$ cat src/rtl/wbuf_pkg.sv
package wbuf_pkg;
  typedef enum logic [1:0] {
    RD_IDLE  = 2'd0,
    RD_CHECK = 2'd1,
    RD_MEM   = 2'd2
  } rd_state_t;
endpackage

$ cat src/rtl/wbuf_store.sv
module wbuf_store #(
  parameter int ADDR_W = 16,
  parameter int DATA_W = 32,
  parameter int DEPTH  = 4
) (
  input  logic                               clk,
  input  logic                               rst,
  input  logic                               push,
  input  logic                               merge,
  input  logic [$clog2(DEPTH)-1:0]           merge_idx,
  input  logic                               pop,
  input  logic [ADDR_W-1:0]                  in_addr,
  input  logic [DATA_W-1:0]                  in_data,
  input  logic [DATA_W/8-1:0]                in_be,
  output logic [DEPTH-1:0][ADDR_W-1:0]       e_addr,
  output logic [DEPTH-1:0][DATA_W-1:0]       e_data,
  output logic [DEPTH-1:0][DATA_W/8-1:0]     e_be,
  output logic [$clog2(DEPTH+1)-1:0]         count
);
  localparam int BE_W  = DATA_W / 8;
  localparam int IDX_W = $clog2(DEPTH);
  localparam int CNT_W = $clog2(DEPTH + 1);

  logic [DEPTH-1:0][ADDR_W-1:0] n_addr;
  logic [DEPTH-1:0][DATA_W-1:0] n_data;
  logic [DEPTH-1:0][BE_W-1:0]   n_be;
  logic [CNT_W-1:0]             wpos;
  logic [IDX_W-1:0]             mpos;

  // Oldest entry sits at index 0; a pop shifts the queue down by one.
  always_comb begin
    n_addr = e_addr;
    n_data = e_data;
    n_be   = e_be;
    if (pop) begin
      for (int i = 0; i < DEPTH - 1; i++) begin
        n_addr[i] = e_addr[i+1];
        n_data[i] = e_data[i+1];
        n_be[i]   = e_be[i+1];
      end
    end
    wpos = count - CNT_W'(pop);
    mpos = merge_idx - IDX_W'(pop);
    if (push) begin
      n_addr[wpos[IDX_W-1:0]] = in_addr;
      n_data[wpos[IDX_W-1:0]] = in_data;
      n_be[wpos[IDX_W-1:0]]   = in_be;
    end
    if (merge) begin
      for (int b = 0; b < BE_W; b++) begin
        if (in_be[b]) n_data[mpos][b*8 +: 8] = in_data[b*8 +: 8];
      end
      n_be[mpos] = n_be[mpos] | in_be;
    end
  end

  always_ff @(posedge clk) begin
    e_addr <= n_addr;
    e_data <= n_data;
    e_be   <= n_be;
  end

  always_ff @(posedge clk) begin
    if (rst) count <= '0;
    else     count <= count + CNT_W'(push) - CNT_W'(pop);
  end

  p_no_overflow_r2: assert property (@(posedge clk) disable iff (rst)
    !(push && !pop && count == CNT_W'(DEPTH)));

  p_pop_nonempty_r3: assert property (@(posedge clk) disable iff (rst)
    pop |-> count != '0);

  p_merge_target_r4: assert property (@(posedge clk) disable iff (rst)
    merge |-> (merge_idx != '0 && CNT_W'(merge_idx) < count && !push));
endmodule

$ cat src/rtl/wbuf_match.sv
module wbuf_match #(
  parameter int ADDR_W = 16,
  parameter int DEPTH  = 4
) (
  input  logic [DEPTH-1:0][ADDR_W-1:0] e_addr,
  input  logic [$clog2(DEPTH+1)-1:0]   count,
  input  logic [ADDR_W-1:0]            look,
  output logic                         hit,
  output logic [$clog2(DEPTH)-1:0]     hit_idx
);
  localparam int IDX_W = $clog2(DEPTH);
  localparam int CNT_W = $clog2(DEPTH + 1);

  logic [DEPTH-1:0] cmp;

  for (genvar g = 0; g < DEPTH; g++) begin : g_cmp
    assign cmp[g] = (CNT_W'(g) < count) && (e_addr[g] == look);
  end

  // Highest matching index is the newest copy of the address.
  always_comb begin
    hit_idx = '0;
    for (int i = 0; i < DEPTH; i++) begin
      if (cmp[i]) hit_idx = IDX_W'(i);
    end
  end

  assign hit = |cmp;
endmodule

$ cat src/rtl/wbuf_port.sv
module wbuf_port
  import wbuf_pkg::*;
#(
  parameter int ADDR_W = 16,
  parameter int DATA_W = 32,
  parameter int DEPTH  = 4
) (
  input  logic                        clk,
  input  logic                        rst,
  input  logic                        rd_valid,
  input  logic [ADDR_W-1:0]           rd_addr,
  output logic                        rd_ready,
  output logic [ADDR_W-1:0]           rd_addr_q,
  output logic                        rd_resp_valid,
  output logic [DATA_W-1:0]           rd_resp_data,
  input  logic                        rchk_hit,
  input  logic                        rchk_full,
  input  logic [DATA_W-1:0]           rchk_data,
  input  logic [$clog2(DEPTH+1)-1:0]  count,
  input  logic [ADDR_W-1:0]           head_addr,
  input  logic [DATA_W-1:0]           head_data,
  input  logic [DATA_W/8-1:0]         head_be,
  output logic                        mem_req_valid,
  input  logic                        mem_req_ready,
  output logic                        mem_req_write,
  output logic [ADDR_W-1:0]           mem_req_addr,
  output logic [DATA_W-1:0]           mem_req_data,
  output logic [DATA_W/8-1:0]         mem_req_be,
  input  logic                        mem_rsp_valid,
  input  logic [DATA_W-1:0]           mem_rsp_data,
  output logic                        pop
);
  rd_state_t rstate;
  logic      read_go;
  logic      write_go;

  assign rd_ready = (rstate == RD_IDLE);
  assign pop      = mem_req_valid && mem_req_ready && mem_req_write;
  assign read_go  = (rstate == RD_CHECK) && !rchk_hit && !mem_req_valid;
  assign write_go = !mem_req_valid && !read_go && (count != '0);

  always_ff @(posedge clk) begin
    if (rst) begin
      rstate        <= RD_IDLE;
      rd_resp_valid <= 1'b0;
      mem_req_valid <= 1'b0;
      mem_req_write <= 1'b0;
    end else begin
      rd_resp_valid <= 1'b0;
      if (mem_req_valid && mem_req_ready) mem_req_valid <= 1'b0;
      if (read_go) begin
        mem_req_valid <= 1'b1;
        mem_req_write <= 1'b0;
        mem_req_addr  <= rd_addr_q;
        mem_req_data  <= '0;
        mem_req_be    <= '0;
      end else if (write_go) begin
        mem_req_valid <= 1'b1;
        mem_req_write <= 1'b1;
        mem_req_addr  <= head_addr;
        mem_req_data  <= head_data;
        mem_req_be    <= head_be;
      end
      case (rstate)
        RD_IDLE: if (rd_valid) begin
          rd_addr_q <= rd_addr;
          rstate    <= RD_CHECK;
        end
        RD_CHECK: begin
          if (rchk_hit && rchk_full) begin
            rd_resp_valid <= 1'b1;
            rd_resp_data  <= rchk_data;
            rstate        <= RD_IDLE;
          end else if (read_go) begin
            rstate <= RD_MEM;
          end
        end
        RD_MEM: if (mem_rsp_valid) begin
          rd_resp_valid <= 1'b1;
          rd_resp_data  <= mem_rsp_data;
          rstate        <= RD_IDLE;
        end
        default: rstate <= RD_IDLE;
      endcase
    end
  end

  p_req_hold_r6: assert property (@(posedge clk) disable iff (rst)
    (mem_req_valid && !mem_req_ready) |=>
      (mem_req_valid && $stable(mem_req_write) && $stable(mem_req_addr) && $stable(mem_req_data)));

  p_rdreq_owner_r5: assert property (@(posedge clk) disable iff (rst)
    (mem_req_valid && !mem_req_write) |-> rstate == RD_MEM);

  p_resp_single_r9: assert property (@(posedge clk) disable iff (rst)
    rd_resp_valid |=> !rd_resp_valid);

  p_resp_frees_r7: assert property (@(posedge clk) disable iff (rst)
    rd_resp_valid |-> rd_ready);

  p_rsp_expected_r9: assert property (@(posedge clk) disable iff (rst)
    mem_rsp_valid |-> rstate == RD_MEM);
endmodule

$ cat src/rtl/wbuf_rdprio.sv
module wbuf_rdprio #(
  parameter int ADDR_W = 16,
  parameter int DATA_W = 32,
  parameter int DEPTH  = 4
) (
  input  logic                clk,
  input  logic                rst,
  input  logic                wr_valid,
  input  logic [ADDR_W-1:0]   wr_addr,
  input  logic [DATA_W-1:0]   wr_data,
  input  logic [DATA_W/8-1:0] wr_be,
  output logic                wr_full,
  input  logic                rd_valid,
  input  logic [ADDR_W-1:0]   rd_addr,
  output logic                rd_ready,
  output logic                rd_resp_valid,
  output logic [DATA_W-1:0]   rd_resp_data,
  output logic                mem_req_valid,
  input  logic                mem_req_ready,
  output logic                mem_req_write,
  output logic [ADDR_W-1:0]   mem_req_addr,
  output logic [DATA_W-1:0]   mem_req_data,
  output logic [DATA_W/8-1:0] mem_req_be,
  input  logic                mem_rsp_valid,
  input  logic [DATA_W-1:0]   mem_rsp_data
);
  localparam int BE_W  = DATA_W / 8;
  localparam int IDX_W = $clog2(DEPTH);
  localparam int CNT_W = $clog2(DEPTH + 1);

  logic [DEPTH-1:0][ADDR_W-1:0] e_addr;
  logic [DEPTH-1:0][DATA_W-1:0] e_data;
  logic [DEPTH-1:0][BE_W-1:0]   e_be;
  logic [CNT_W-1:0]             count;
  logic [ADDR_W-1:0]            rd_addr_q;
  logic                         wm_hit, rchk_hit;
  logic [IDX_W-1:0]             wm_idx, rchk_idx;
  logic                         wr_acc, push, merge, pop;

  assign wr_full = (count == CNT_W'(DEPTH));
  assign wr_acc  = wr_valid && !wr_full;
  assign merge   = wr_acc && wm_hit && (wm_idx != '0);
  assign push    = wr_acc && !merge;

  wbuf_store #(.ADDR_W(ADDR_W), .DATA_W(DATA_W), .DEPTH(DEPTH)) u_store (
    .clk(clk), .rst(rst), .push(push), .merge(merge), .merge_idx(wm_idx), .pop(pop),
    .in_addr(wr_addr), .in_data(wr_data), .in_be(wr_be),
    .e_addr(e_addr), .e_data(e_data), .e_be(e_be), .count(count)
  );

  wbuf_match #(.ADDR_W(ADDR_W), .DEPTH(DEPTH)) u_wmatch (
    .e_addr(e_addr), .count(count), .look(wr_addr), .hit(wm_hit), .hit_idx(wm_idx)
  );

  wbuf_match #(.ADDR_W(ADDR_W), .DEPTH(DEPTH)) u_rmatch (
    .e_addr(e_addr), .count(count), .look(rd_addr_q), .hit(rchk_hit), .hit_idx(rchk_idx)
  );

  wbuf_port #(.ADDR_W(ADDR_W), .DATA_W(DATA_W), .DEPTH(DEPTH)) u_port (
    .clk(clk), .rst(rst), .rd_valid(rd_valid), .rd_addr(rd_addr), .rd_ready(rd_ready),
    .rd_addr_q(rd_addr_q), .rd_resp_valid(rd_resp_valid), .rd_resp_data(rd_resp_data),
    .rchk_hit(rchk_hit), .rchk_full(&e_be[rchk_idx]), .rchk_data(e_data[rchk_idx]),
    .count(count), .head_addr(e_addr[0]), .head_data(e_data[0]), .head_be(e_be[0]),
    .mem_req_valid(mem_req_valid), .mem_req_ready(mem_req_ready),
    .mem_req_write(mem_req_write), .mem_req_addr(mem_req_addr),
    .mem_req_data(mem_req_data), .mem_req_be(mem_req_be),
    .mem_rsp_valid(mem_rsp_valid), .mem_rsp_data(mem_rsp_data), .pop(pop)
  );

  p_full_no_store_r2: assert property (@(posedge clk) disable iff (rst)
    (wr_full && !pop) |=> wr_full);
endmodule

$ cat config.mk
export PLATFORM = sky130hd
export DESIGN_NAME = wbuf_rdprio
export DESIGN_NICKNAME = d
export VERILOG_FILES = /design/src/rtl/wbuf_pkg.sv /design/src/rtl/wbuf_store.sv /design/src/rtl/wbuf_match.sv /design/src/rtl/wbuf_port.sv /design/src/rtl/wbuf_rdprio.sv
export SDC_FILE = /design/constraint.sdc
export NUM_CORES = 1
export LEC_CHECK = 0
export BUFFER_PORTS_ARGS = -buffer_cell sky130_fd_sc_hd__clkbuf_2
export CAP_MARGIN = 20
export CORE_MARGIN = 4
export CORE_UTILIZATION = 50
export DETAILED_ROUTE_END_ITERATION = 16
export PLACE_DENSITY_LB_ADDON = 0.25
export SETUP_SLACK_MARGIN = 0.2
export SLEW_MARGIN = 20
export SYNTH_ARGS = -nofsm -noshare
export SYNTH_HDL_FRONTEND = slang
export SYNTH_HIERARCHICAL = 1
export SYNTH_SLANG_ARGS = --single-unit
$ cat constraint.sdc
create_clock -name clk -period 10.1 [get_ports clk]
set_input_delay 1.01 -clock clk [delete_from_list [all_inputs] [get_ports clk]]
set_output_delay 1.01 -clock clk [all_outputs]
set_load 0.01 [all_outputs]
* Word level (Yosys, flattened, before mapping) *
Cells that the tools add are included.
W data, S select, Z words.

word-level totals
  flip-flop bits (word level) = 316

operators by class
  add/subtract/negate cells = 4
  order comparisons = 9
  equal/unequal tests = 15
  multiplexer cells = 69
  bitwise logic cells = 2
  reduce and logical (&&, ||, !) cells = 40

operators with widths
  kind                  count
  $mux W128             9
  $bwmux W128           5
  $demux W32 S2         5
  $mux W32              6
  $eq A16 B16 Y1        8
  $mux W16              6
  $mux W48              2
  $mux W96              1
  $bmux W32 S2          1
  $bwmux W64            1
  $pmux W32 S2          1
  $bwmux W16            2
  $demux W16 S2         1
  $mux W24              1
  $logic_and A1 B1 Y1   21
  $mux W4               5
  $bmux W4 S2           2
  $demux W4 S2          2
  $mux W2               8
  $mux W12              1
  $lt A2 B3 Y1 const B  3
  $mux W8               1
  $reduce_and A4 Y1     2
  $reduce_or A4 Y1      2
  23 further kinds      43

* Longest topological paths before layout *
  depth after elaboration = 22
  mapped depth = 16
  mapped depth without buffers = 16

* By module *
The synthesis kept the hierarchy.

modules (own cells, without submodules)
  module       times used  cells an instance  area an instance (um^2)  seq. area each (um^2)
  wbuf_store   1           844                8718.4                   4384.2
  wbuf_port    1           230                4147.7                   3103.0
  wbuf_match   2           93                 745.7                    0.0
  wbuf_rdprio  1           55                 910.9                    0.0

* Least setup slack after synthesis *
Ideal clock, no wire load.

  path type = register -> register
  start point = register u_port.rd_addr_q[15]
  end point = register u_port.rd_resp_data[0] (enable)
  setup time = 0.422 ns
  arrival time = 3.489 ns
  path slack = 6.190 ns
  cell stages (with the launch flop) = 13
  path buffers = 2
  clock period less this slack = 3.910 ns
  cell sequence = edfxtp_1 > xor2_1 > nor4_1 > nand4_1 > o2111ai_1 > o21ai_0 > buf_6 > buf_8 > nor3_1 > or3_1 > a21bo_2 > nand2_1 > nor2_1

on the way
  word-level cells in the longest chain between the ends = 11
  elaborated cells between the ends (all ways) = 18
  classes of those cells = 5 x eq/ne; 5 x mux; 8 x reduce/logical

ends and longest elaborated chain
  element                                 RTL line           source
  start, declared                         wbuf_port.sv:13    output logic [ADDR_W-1:0] rd_addr_q,
  start signal, assigned                  wbuf_port.sv:66    rd_addr_q <= rd_addr;
  $eq A16 B16 Y1                          wbuf_match.sv:17   assign cmp[g] = (CNT_W'(g) < count) && (e_addr[g] == look);
  $logic_and A1 B1 Y1                     wbuf_match.sv:17
  $mux W1                                 wbuf_match.sv:24   if (cmp[i]) hit_idx = IDX_W'(i);
  $mux W2                                 wbuf_match.sv:24
  $mux W2 (*)                             wbuf_match.sv:24
  named net rchk_idx[0]                   wbuf_rdprio.sv:37  logic [IDX_W-1:0] wm_idx, rchk_idx;
  $bmux W4 S2 (*)                         wbuf_rdprio.sv:62  .rchk_hit(rchk_hit), .rchk_full(&e_be[rchk_idx]), .rchk_data(e_data[rchk_idx]),
  $mux W4 (implied by the code) (*)       wbuf_rdprio.sv:62
  $reduce_and A4 Y1 (*)                   wbuf_rdprio.sv:62
  $logic_and A1 B1 Y1 (*)                 wbuf_port.sv:70    if (rchk_hit && rchk_full) begin
  $ne A2 B2 Y1 (no source line) (*)       n/a
  $reduce_and A4 Y1 (no source line) (*)  n/a
  end signal, assigned                    wbuf_port.sv:72    rd_resp_data <= rchk_data;
  end signal, assigned                    wbuf_port.sv:80    rd_resp_data <= mem_rsp_data;
  end, declared                           wbuf_port.sv:15    output logic [DATA_W-1:0] rd_resp_data,

The timed path passes the listed nets; every way through them passes the cells marked *. The select of a mux whose other input is x is not followed.
A chain may end at the register's enable or synchronous reset.

* Worst setup path after layout *
  start point = register u_port.rd_addr_q[0]
  end point = register u_port.rd_resp_data[2] (enable)

on the way
  elaborated cells between the ends (all ways) = 18
  classes of those cells = 5 x eq/ne; 5 x mux; 8 x reduce/logical

RTL lines
  element                                 RTL line
  $eq A16 B16 Y1                          wbuf_match.sv:17
  $logic_and A1 B1 Y1                     wbuf_match.sv:17
  $mux W2                                 wbuf_match.sv:24
  $mux W2 (*)                             wbuf_match.sv:24
  named net rchk_idx[1]                   wbuf_rdprio.sv:37
  $bmux W4 S2 (*)                         wbuf_rdprio.sv:62
  $mux W4 (implied by the code) (*)       wbuf_rdprio.sv:62
  $reduce_and A4 Y1 (*)                   wbuf_rdprio.sv:62
  $logic_and A1 B1 Y1 (*)                 wbuf_port.sv:70
  $ne A2 B2 Y1 (no source line) (*)       n/a
  $reduce_and A4 Y1 (no source line) (*)  n/a

Marks and branches as above.

==> results.py <==
metrics = {
    "die": {
        "core_um2": 29900,
        "rows": 63,
        "die_h_um": 183,
        "pin_count": 195,
        "die_area_um2": 33400,
        "initial_core_util_pct": 51.1,
        "fp.dieW_um": 183,
    },
    "clocking": {
        "postCtsHoldBufs": 0,
        "clk_latency_ns": 0.52,
        "cts_tree": "built",
        "ctsResizeCount": 0,
        "numCtsBuffers": 35,
        "clk_path_buf_depth": 3,
        "cts_setup_buffers": 0,
        "htreeDepth": 2,
        "root_buffer": "clkbuf_16",
        "cts.sinks": 316,
        "cts.clk_slew.worst_paths_ns": 0.06,
    },
    "synth": {
        "synth_compound_area_share_pct": 8.50,
        "async_flop_share_pct": 0,
        "synth_seq_cells": 316,
        "syn_area_um2": 15300,
        "synth_xor_area_share_pct": 7.80,
        "synthCells": 1315,
        "yosysWarnings": 6,
        "synthSimpleGateAreaFrac_pct": 8.98,
        "synth_nets": 1429,
        "synth_mux_area_share_pct": 22.0,
        "synth_edf_count": 116,
        "ys_seq_area_share_pct": 49.0,
        "synth_top_family_by_area": "multiplexers",
        "synth_ff_type": "dfxtp_1",
        "synth_adder_area_share_pct": 0.705,
        "synthDistinctLibCells": 62,
        "syn-mean-instance-area_um2": 11.6,
    },
    "critical_path": {
        "critical_path_class": "reg -> reg",
        "critPathSlowestCell": "nor2_4",
        "cp-start-kind": "flop",
        "crit_required_ns": 10.22,
        "worstPathMaxFanout": 32,
        "critical_path_arrival_ns": 4.73,
        "max_stage_delay_ns": 0.76,
        "worst_setup_path_end_kind": "flop",
        "cp_common_cell": "nand4_1",
        "crit_chain": "xor2_1 -> nor4_1 -> nand4_1 -> o22ai_4 -> buf_4 -> nand4_1 -> o22ai_1 -> or3_1 -> a21bo_2 -> nand2_1 -> nor2_4",
    },
    "timing": {
        "fin_crit_ns": 4.60,
        "setup_viol": 0,
        "slew-limit-headroom_pct": 24.1,
        "holdWs_ns": 0.466,
        "rsz0062_at_grt": "false",
        "timing.final.crit_share_pct": 45.6,
        "drv_slew": 0,
        "clock_skew_ns": 0.0159,
        "hold_viol_final": 0,
        "max_freq_mhz": 217,
        "finalSetupTns_ns": 0,
        "max_slew.worst_pin.slew_ns": 1.14,
    },
    "hold_path": {
        "holdCritPathClass": "reg -> reg",
    },
    "place": {
        "place.gp.congestion": 0.896,
        "port_buffers": 194,
        "dp.cells": 1844,
        "hpwl_um": 25100,
    },
    "finish": {
        "drive_above_1_share_pct": 26.7,
        "num-nets-final": 1605,
        "stdcell_count": 1908,
        "diodes": 0,
        "syn_to_final_growth_pct": 14.8,
    },
    "global_routing": {
        "grt_pass1_vias": 10400,
        "grt_max_degree": 66,
        "grt-ovfl-total": 0,
        "grt_first_pass_wirelength_um": 57500,
        "antenna_found_initial": 1,
        "grtUsageTotal_pct": 21.4,
    },
    "routing": {
        "dr.pass1.iters": 5,
        "drc": 0,
        "ant_nets": 0,
        "routed_via_density": 5.54,
        "wl_per_cell_um": 19.3,
        "vias": 10600,
        "drt_iter0_drc": 786,
        "drt_wl_total_um": 36900,
    },
    "power": {
        "powerDensity_nw_per_um2": 295,
        "leakagePower_nw": 6.51,
        "ir_drop_mv": 0.167,
    },
    "status": {
        "run_status": "finished, final reports clean",
    },
    "job": {
        "drv_cap": 0,
    },
}
## metrics by stage
step / utilization (%) / power, mW / area, um^2 / worst slack, ns
detailed placement: 55.0 / 3.97 / 16400 / 5.21
global placement: 55.0 / 3.90 / 16400 / 5.25
CTS: 58.7 / 5.20 / 17500 / 5.53
floorplan: - / 3.44 / 15300 / 6.19
finish: 58.7 / 5.17 / 17500 / 5.50
global route: 58.7 / 5.50 / 17500 / 5.18
## kinds of logic (layout without fill, tap and decap cells)
kind of cell,after synthesis,after routing
flip-flops,316,316
AND/OR/NAND/NOR,286,286
multiplexers,280,280
AO/OA/AOI/OAI,216,216
XOR/XNOR,133,133
buffers and inverters,76,279
adder cells (fa/ha/maj),8,8
## worst max-delay path: cells and delay by family (launching register included)
| family | cells | cell delay, ns |
|---|---|---|
| flip-flops | 1 | 0.51 |
| AND/OR/NAND/NOR | 6 | 2.05 |
| buffers and inverters | 1 | 0.47 |
| AO/OA/AOI/OAI | 3 | 0.87 |
| XOR/XNOR | 1 | 0.21 |
## registers in the layout, indices dropped and copies added, names as in the netlist
| name | cells |
|---|---|
| u_port/mem_req_addr | 16 |
| u_port/mem_req_be | 4 |
| u_port/mem_req_data | 32 |
| u_port/mem_req_valid | 1 |
| u_port/mem_req_write | 1 |
| u_port/rd_addr_q | 16 |
| u_port/rd_resp_data | 32 |
| u_port/rd_resp_valid | 1 |
| u_port/rstate | 2 |
| u_store/count | 3 |
| u_store/e_addr | 64 |
| u_store/e_be | 16 |
| u_store/e_data | 128 |
## path summary, 6_finish.rpt
check / endpoint / start / slack [ns] / cells past startpoint
worst max-delay path: u_port/rd_resp_data[2]$_DFFE_PP_ / u_port/rd_addr_q[0]$_DFFE_PP_ / 5.50 / 11
worst min-delay path: u_store/e_be[13]$_DFF_P_ / u_store/e_be[13]$_DFF_P_ / 0.47 / 2
worst max register to register: u_port/rd_resp_data[2]$_DFFE_PP_ / u_port/rd_addr_q[0]$_DFFE_PP_ / 5.50 / 11
worst min register to register: u_store/e_be[13]$_DFF_P_ / u_store/e_be[13]$_DFF_P_ / 0.47 / 2
## final cells by class
type / instances / area [um^2]
multi-input cells: 923 / 7370
clock inverters: 14 / 136
fillers: 2529 / 12300
clock buffers: 50 / 952
well taps: 390 / 488
repair buffers: 205 / 1050
flip-flops and latches: 316 / 7490
inverters: 10 / 38.8
## per-layer routing
layer  up-vias  share of wire, %  global-route usage (%)
li1       5117                 -                       -
met1      5076                47                    31.1
met2       313                45                    33.2
met3        60               6.3                    4.09
met4         2               1.9                    5.31
met5         -             0.033                       0
## cell usage after synthesis, types with 3 or more instances
master	count	area (um^2)
a21oi_2	4	35.0
nand2_1	99	372
mux2_4	8	120
a21oi_1	72	360
a311oi_1	3	26.3
mux4_2	28	631
mux2i_1	161	1610
o211ai_1	3	22.5
buf_6	9	101
dfxtp_1	200	4000
a21o_1	4	30.0
buf_1	4	15.0
nand3_1	4	20.0
buf_2	32	160
nor2b_1	40	250
edfxtp_1	116	3480
a21oi_4	8	130
o21ai_0	95	475
and3_1	3	18.8
ha_1	7	87.6
mux4_1	4	105
xnor2_1	44	385
o21ai_1	8	40.0
nor3b_1	3	22.5
buf_4	5	37.5
inv_1	9	33.8
o21a_1	3	22.5
nand2b_1	6	37.5
nand4_1	15	93.8
nor4_1	22	138
nor3_1	6	30.0
clkbuf_1	13	48.8
nor2_1	76	285
mux2_2	79	890
xor2_1	87	762
## power breakdown
part | total (mW) | switching (mW) | internal, mW
Sequential | 2.33 | 0.407 | 1.92
Clock | 1.22 | 0.503 | 0.713
Combinational | 1.62 | 0.832 | 0.791
## cells in the final DEF, fill, tap and decap left out, drive strengths merged, types with 10 or more instances in the layout
cell,n
mux4,32
mux2i,161
nand2,100
inv,12
nor2b,40
nand4,15
xnor2,45
nor4,22
dfxtp,200
nor2,79
mux2,87
clkbuf,244
a21oi,84
clkinv,10
edfxtp,116
buf,11
xor2,88
o21ai,103
(Power assumes the default switching activity.)
